--- src/rtl/sixop_pkg.sv ---
package sixop_pkg;

  localparam int INSTR_W  = 32;
  localparam int OPC_W    = 6;
  localparam int IDX_W    = 5;
  localparam int IMM_W    = 16;
  localparam int OPC_LSB  = 26;
  localparam int DST_LSB  = 21;
  localparam int SRCA_LSB = 16;
  localparam int SRCB_LSB = 11;

  typedef enum logic [OPC_W-1:0] {
    OP_ADD = 6'd0,
    OP_SUB = 6'd1,
    OP_LW  = 6'd2,
    OP_SW  = 6'd3,
    OP_BEQ = 6'd4,
    OP_LI  = 6'd5
  } opcode_e;

  localparam logic [OPC_W-1:0] OP_IDLE = 6'h3F;

  typedef struct packed {
    logic regWrite;
    logic memToReg;
    logic immToReg;
    logic memRead;
    logic memWrite;
    logic isBranch;
    logic aluSub;
  } ctlStrobes_t;

endpackage

--- src/rtl/sixop_regfile.sv ---
module sixop_regfile #(
  parameter int DATA_W  = 32,
  parameter int REG_CNT = 32,
  parameter int NUM_RD  = 3,
  localparam int ADDR_W = $clog2(REG_CNT)
) (
  input  logic              clk,
  input  logic              rst_n,
  input  logic [ADDR_W-1:0] rdAddr [NUM_RD],
  output logic [DATA_W-1:0] rdData [NUM_RD],
  input  logic              wrEn,
  input  logic [ADDR_W-1:0] wrAddr,
  input  logic [DATA_W-1:0] wrData
);

  logic [DATA_W-1:0] regs [REG_CNT];

  // storage is updated on the falling edge
  always_ff @(negedge clk or negedge rst_n) begin
    if (!rst_n) begin
      for (int i = 0; i < REG_CNT; i++) regs[i] <= '0;
    end else if (wrEn) begin
      regs[wrAddr] <= wrData;
    end
  end

  // each read port captures its operand on the rising edge
  for (genvar p = 0; p < NUM_RD; p++) begin : g_rdPort
    always_ff @(posedge clk or negedge rst_n) begin
      if (!rst_n) rdData[p] <= '0;
      else        rdData[p] <= regs[rdAddr[p]];
    end
  end

endmodule

--- src/rtl/sixop_ctrl.sv ---
module sixop_ctrl
  import sixop_pkg::*;
(
  input  logic [OPC_W-1:0] opcode,
  output ctlStrobes_t      ctl
);

  always_comb begin
    ctl = '0;
    case (opcode)
      OP_ADD: ctl.regWrite = 1'b1;
      OP_SUB: begin
        ctl.regWrite = 1'b1;
        ctl.aluSub   = 1'b1;
      end
      OP_LW: begin
        ctl.regWrite = 1'b1;
        ctl.memToReg = 1'b1;
        ctl.memRead  = 1'b1;
      end
      OP_SW:  ctl.memWrite = 1'b1;
      OP_BEQ: ctl.isBranch = 1'b1;
      OP_LI: begin
        ctl.regWrite = 1'b1;
        ctl.immToReg = 1'b1;
      end
      default: ctl = '0;
    endcase
  end

endmodule

--- src/rtl/sixop_datapath.sv ---
module sixop_datapath
  import sixop_pkg::*;
#(
  parameter int DATA_W  = 32,
  parameter int REG_CNT = 32,
  localparam int ADDR_W = $clog2(REG_CNT),
  localparam int EXT_W  = DATA_W - IMM_W
) (
  input  logic               clk,
  input  logic               rst_n,
  input  logic [INSTR_W-1:0] instrWord,
  input  ctlStrobes_t        ctl,
  output logic [OPC_W-1:0]   opcode,
  input  logic [DATA_W-1:0]  memRData,
  output logic [DATA_W-1:0]  memAddr,
  output logic [DATA_W-1:0]  memWData,
  output logic               branchTaken,
  output logic [DATA_W-1:0]  branchOffset
);

  logic [INSTR_W-1:0] instrQ;
  logic [ADDR_W-1:0]  rdSel [3];
  logic [DATA_W-1:0]  rdVal [3];
  logic [DATA_W-1:0]  dstVal, srcAVal, srcBVal;
  logic [DATA_W-1:0]  opB, aluOut, immExt, wbData;

  // instruction captured together with the operands
  always_ff @(posedge clk or negedge rst_n) begin
    if (!rst_n) instrQ <= {OP_IDLE, {(INSTR_W-OPC_W){1'b0}}};
    else        instrQ <= instrWord;
  end

  assign opcode = instrQ[OPC_LSB +: OPC_W];

  // operand selection uses the incoming word so that reads align with capture
  assign rdSel[0] = instrWord[DST_LSB  +: ADDR_W];
  assign rdSel[1] = instrWord[SRCA_LSB +: ADDR_W];
  assign rdSel[2] = instrWord[SRCB_LSB +: ADDR_W];

  sixop_regfile #(
    .DATA_W (DATA_W),
    .REG_CNT(REG_CNT),
    .NUM_RD (3)
  ) regfile_i (
    .clk   (clk),
    .rst_n (rst_n),
    .rdAddr(rdSel),
    .rdData(rdVal),
    .wrEn  (ctl.regWrite),
    .wrAddr(instrQ[DST_LSB +: ADDR_W]),
    .wrData(wbData)
  );

  assign dstVal  = rdVal[0];
  assign srcAVal = rdVal[1];
  assign srcBVal = rdVal[2];

  // add or subtract by inverting and carrying in
  assign opB    = srcBVal ^ {DATA_W{ctl.aluSub}};
  assign aluOut = srcAVal + opB + DATA_W'(ctl.aluSub);

  assign immExt = {{EXT_W{instrQ[IMM_W-1]}}, instrQ[IMM_W-1:0]};

  assign memAddr      = srcAVal + DATA_W'(instrQ[IDX_W-1:0]);
  assign memWData     = dstVal;
  assign branchTaken  = ctl.isBranch && (dstVal == srcAVal);
  assign branchOffset = immExt;

  always_comb begin
    if (ctl.immToReg)      wbData = immExt;
    else if (ctl.memToReg) wbData = memRData;
    else                   wbData = aluOut;
  end


  branch_quiet_chk: assert property (@(posedge clk) disable iff (!rst_n)
    branchTaken |-> (!ctl.memRead && !ctl.memWrite && !ctl.regWrite));


  store_no_wb_chk: assert property (@(posedge clk) disable iff (!rst_n)
    ctl.memWrite |-> (!ctl.regWrite && !ctl.memRead));


  load_wb_chk: assert property (@(posedge clk) disable iff (!rst_n)
    ctl.memRead |-> (ctl.regWrite && wbData == memRData));


  alu_result_chk: assert property (@(posedge clk) disable iff (!rst_n)
    (ctl.regWrite && !ctl.memToReg && !ctl.immToReg) |->
      (ctl.aluSub ? (aluOut + srcBVal == srcAVal) : (aluOut - srcBVal == srcAVal)));


  imm_sext_chk: assert property (@(posedge clk) disable iff (!rst_n)
    ctl.immToReg |-> (wbData[DATA_W-1:IMM_W] == {EXT_W{wbData[IMM_W-1]}}));

endmodule

--- src/rtl/sixop_core.sv ---
module sixop_core
  import sixop_pkg::*;
#(
  parameter int DATA_W  = 32,
  parameter int REG_CNT = 32
) (
  input  logic               clk,
  input  logic               rst_n,
  input  logic [INSTR_W-1:0] instrWord,
  input  logic [DATA_W-1:0]  memRData,
  output logic [DATA_W-1:0]  memAddr,
  output logic               memRead,
  output logic               memWrite,
  output logic [DATA_W-1:0]  memWData,
  output logic               branchTaken,
  output logic [DATA_W-1:0]  branchOffset
);

  ctlStrobes_t      ctl;
  logic [OPC_W-1:0] opcode;

  sixop_ctrl ctrl_i (
    .opcode(opcode),
    .ctl   (ctl)
  );

  sixop_datapath #(
    .DATA_W (DATA_W),
    .REG_CNT(REG_CNT)
  ) datapath_i (
    .clk         (clk),
    .rst_n       (rst_n),
    .instrWord   (instrWord),
    .ctl         (ctl),
    .opcode      (opcode),
    .memRData    (memRData),
    .memAddr     (memAddr),
    .memWData    (memWData),
    .branchTaken (branchTaken),
    .branchOffset(branchOffset)
  );

  assign memRead  = ctl.memRead;
  assign memWrite = ctl.memWrite;


  unknown_quiet_chk: assert property (@(posedge clk) disable iff (!rst_n)
    (opcode > OP_LI) |-> (!memRead && !memWrite && !branchTaken));

endmodule

--- config.mk ---
export PLATFORM = sky130hd
export DESIGN_NAME = sixop_core
export DESIGN_NICKNAME = d
export VERILOG_FILES = /design/src/rtl/sixop_pkg.sv /design/src/rtl/sixop_regfile.sv /design/src/rtl/sixop_ctrl.sv /design/src/rtl/sixop_datapath.sv /design/src/rtl/sixop_core.sv
export SDC_FILE = /design/constraint.sdc
export NUM_CORES = 2
export LEC_CHECK = 0
export BUFFER_PORTS_ARGS = -buffer_cell sky130_fd_sc_hd__buf_2
export CORE_ASPECT_RATIO = 0.5
export CORE_UTILIZATION = 35
export DETAILED_ROUTE_END_ITERATION = 10
export PLACE_DENSITY = 0.49
export SYNTH_ARGS = -nofsm -noshare
export SYNTH_HDL_FRONTEND = slang
export SYNTH_SLANG_ARGS = --single-unit
export TNS_END_PERCENT = 30
--- constraint.sdc ---
create_clock -name clk -period 6.96 [get_ports clk]
set_input_delay 0.348 -clock clk [delete_from_list [all_inputs] [get_ports clk]]
set_output_delay 0.348 -clock clk [all_outputs]
set_load 0.1 [all_outputs]
Word level (Yosys, flattened, before mapping). Cells that the tools add are included.

Output and inout bits: 99. Register bits: 1152. Input port bits: 66.

Add/subtract/negate cells: 3. $lt $le $gt $ge: 5. Muxes and demuxes: 20. Bitwise logic cells: 5. Reduce and logical (&&, ||, !) cells: 4. Equality and inequality tests: 6.

Operators with widths (count): bitwise mux 1024 bit (1); binary-select mux 32 bit (select 5 bit) (3); 2-to-1 mux 32 bit (9); demux 32 bit (select 5 bit) (1); adder 32 x 1 -> 32 bit (1); adder 32 bit (1); adder 32 x 5 -> 32 bit (1); == test 32 bit (1); XOR 32 bit (1); greater-or-equal comparator 6 bit, second input constant (4); NOT 5 -> 6 bit (4); == test 6 x 2 -> 1 bit, second input constant (2); == test 6 x 3 -> 1 bit, second input constant (2); == test 6 x 1 -> 1 bit, second input constant (1); logical NOT 6 bit (1); less-than comparator 6 x 1 -> 1 bit, second input constant (1); 2-to-1 mux 1 bit (6); OR reduction 4 bit (1); logical AND 1 bit (2).

Logic depth before layout (Yosys ltp).
Depth in word-level cells: 8. Mapped depth: 16. Gate-level depth less buffers: 14.

Modules after synthesis. From an unflattened synthesis, not the netlist that was laid out.

Cells, all modules: 6472. Area, all modules: 72080.4 µm².

By module, submodules not included: sixop_regfile (area an instance 67380.9 µm², instances 1, sequential area each 28026.9 µm², cells an instance 5859); sixop_datapath (area an instance 4609.4 µm², instances 1, sequential area each 683.2 µm², cells an instance 600); sixop_ctrl (area an instance 90.1 µm², instances 1, sequential area each 0.0 µm², cells an instance 13).

==> flow_metrics.tcl <==
set metrics [dict create \
    initial_core_util 0.353 \
    synth_edf_count 0 \
    cts_tree "built" \
    syn_nets 5554 \
    start_kind "flop" \
    overflow 0 \
    status "finished, violations left" \
    switching_power_mw 7.59 \
    yosys_warnings 0 \
    via_count 49412 \
    final_area_sq_um 78000 \
    powerDensity_nw_per_um2 277 \
    ys_seq_area_frac 0.428 \
    synth_ff_type "dfrtn_1" \
    combinationalPowerShare 0.301 \
    cp_max_fo 8 \
    slew_viol_final 0 \
    ys_ff_latch 1147 \
    clkSinkCount 1147 \
    cp-end-kind "flop" \
    coreArea_sq_um 190000 \
    fin_skew_ns 0.0997 \
    grt_max_degree 103 \
    grt_setup_unrepaired "true" \
    p_int_mw 14.0 \
    rows 113 \
    cts_buffers 115 \
    drtAntennaViolNets 0 \
    cp_data_required_time_ns 4.01 \
    cts-root-buf "clkbuf_16" \
    grt_usage 0.260 \
    crit_type "flop to flop" \
    fillers 17566 \
    gp_congestion 0.919 \
    p_leak_nw 30.4 \
    slew_headroom 0.199 \
    wl_um 254000 \
    sw_frac_of_total 0.351 \
    finalHoldViolCount 0 \
    clk_latency_ns 0.77 \
    tns_ns -316.78 \
    routed_via_density 6.06 \
    async_flop_share 1.00 \
    ir_drop_mv 0.205 \
    tightest_slew_ns 1.20 \
    clk_pin_slew_ns 0.06 \
    first_pass_iters 8 \
    htreeDepth 3 \
    arrival_ns 4.70 \
    grt_pass1_vias 49394 \
    synth_cell_type_count 63 \
    avgSynthCellArea_sq_um 12.3 \
    clkPwrFrac 0.328 \
    drt-initial-drc-count 4962 \
    hpwl_um 158000 \
    antenna_found_initial 10 \
    setup_ws_ns -0.691 \
    wire_per_inst_um 31.2 \
    hold_ws_ns 0.146 \
    holdCritPathClass "input pin to flop" \
    placed_area_sq_um 72400 \
    seqPwrFrac 0.371 \
    drc 4 \
    area_growth_pct 16.4 \
    die_w_um 621 \
    layout-drive-gt1-share 0.359 \
    clock_path_buffers 3 \
    violations "DRC, setup timing" \
    layout_commonest_cell "dfrtn_1" \
    io_pins 165 \
    io_buffers 164 \
    syn-cell-area_sq_um 67100 \
    setup_viol 812 \
    drv_cap 0 \
    nets 5626 \
    design.die.area_sq_um 193000 \
    grt_pass1_wl_um 365000 \
    mostFrequentLayoutCells "1,024 x dfrtn_1, 960 x mux4_2, 944 x nand2_1" \
    fp.dieH_um 312 \
    postSynthCellCount 5448 \
]
-- repair_timing --
action	4_1_cts	5_1_grt
resized for setup	31	180
cloned	0	15
setup endpoints to repair	758	833
setup buffers	1	21
pin swaps	3	64
hold buffers	21	0
endpoints found under the hold margin	26	0
-- flip-flops by register name, summed over array words and instances (netlist names) --
signal	count
datapath_i.regfile_i.regs	1024
datapath_i.regfile_i.rdData	96
datapath_i.instrQ	27
-- power groups by stage --
stage	Combinational (mW)	Sequential, mW	Clock, mW
floorplan	3.95	7.87	0
global placement	5.87	8.07	0
detailed placement	5.94	8.14	0
CTS	5.99	8.03	7.20
global route	6.86	8.13	7.47
finish	6.51	8.04	7.10
-- stage by stage --
step	setup WS [ns]	utilization	total power, mW	std cells
after global placement	-0.597	0.381	13.9	7876
after detailed placement	-0.533	0.381	14.1	7876
after CTS	-0.546	0.405	21.2	8118
after floorplan	-0.197	-	11.8	5448
after global routing	-0.853	0.410	22.5	8153
final	-0.691	0.410	21.6	8159
-- critical path, stage by stage, from the launching register on --
cell       delay [ns]
dfstp_2          0.38
nor4_4           0.28
nand3b_1         0.16
buf_12           0.17
buf_12           0.14
buf_6            0.13
xnor2_1          0.12
ha_1             0.30
a21o_1           0.20
a2111oi_4        0.39
o21bai_2         0.13
or3_4            0.36
o211ai_1         0.32
nand3_1          0.14
a21oi_2          0.15
o21a_4           0.25
clkbuf_16        0.23
a21oi_2          0.06
-- cell families after synthesis --
| kind of cell | count (synthesis) | synth area share |
|---|---|---|
| compound gates | 1153 | 0.0895 |
| xor+xnor | 113 | 0.0148 |
| fa+ha+maj | 40 | 0.00769 |
| buf+inv | 615 | 0.0387 |
| flops | 1147 | 0.428 |
| mux | 1093 | 0.345 |
| simple gates | 1287 | 0.0767 |
-- layer usage --
metal / track usage / share of wire / vias to the layer above
li1: - / - / 20578
met1: 0.368 / 0.42 / 26052
met2: 0.400 / 0.46 / 2246
met3: 0.0453 / 0.077 / 532
met4: 0.101 / 0.045 / 4
met5: 0 / 0.000094 / -
-- final cells by class --
class / count / area (sq um) / area share
Multi-Input combinational cell: 3686 / 36700 / 0.470
Sequential cell: 1147 / 28700 / 0.368
Timing Repair Buffer: 549 / 5130 / 0.0657
Clock buffer: 169 / 3620 / 0.0464
Tap cell: 2530 / 3170 / 0.0406
Clock inverter: 51 / 648 / 0.00831
Inverter: 21 / 78.8 / 0.00101
Antenna cell: 6 / 15.0 / 0.000192
-- path summary, 6_finish.rpt --
kind,slack (ns),to,cells past startpoint,startpoint
worst max-delay path,-0.69,datapath_i.regfile_i.regs[127]$_DFFE_NN0P_,17,datapath_i.instrQ[27]$_DFF_PN1_
worst min-delay path,0.15,datapath_i.instrQ[23]$_DFF_PN0_,1,instrWord[23]
worst max register to register,-0.69,datapath_i.regfile_i.regs[127]$_DFFE_NN0P_,17,datapath_i.instrQ[27]$_DFF_PN1_
worst min register to register,0.46,datapath_i.regfile_i.regs[995]$_DFFE_NN0P_,2,datapath_i.regfile_i.regs[995]$_DFFE_NN0P_
max in group asynchronous,2.03,datapath_i.regfile_i.regs[244]$_DFFE_NN0P_,4,rst_n
min in group asynchronous,0.27,datapath_i.regfile_i.rdData[40]$_DFF_PN0_,2,rst_n
-- cell usage after synthesis, drive strengths merged (7+ instances only) --
cell       n  area, sq um
nand2b     9         56.3
clkbuf   421         1590
dfrtp    117         2930
mux4     960        21600
dfrtn   1024        25600
nor3      14         75.1
xnor2     75          657
a21oi    166          842
o21a       7         52.6
nor2     191          729
ha        38          475
nor2b      8         50.1
nand3     19         95.1
inv       21         78.8
nand2    978         3670
o211ai    14          105
a21o      12         90.1
buf      173          930
mux2     129         1450
or3        7         43.8
o21ai    919         4600
nor4       7         58.8
xor2      38          333
nand4     17          106
and3      14         87.6
Note: power is estimated with default switching activity, not from simulation.
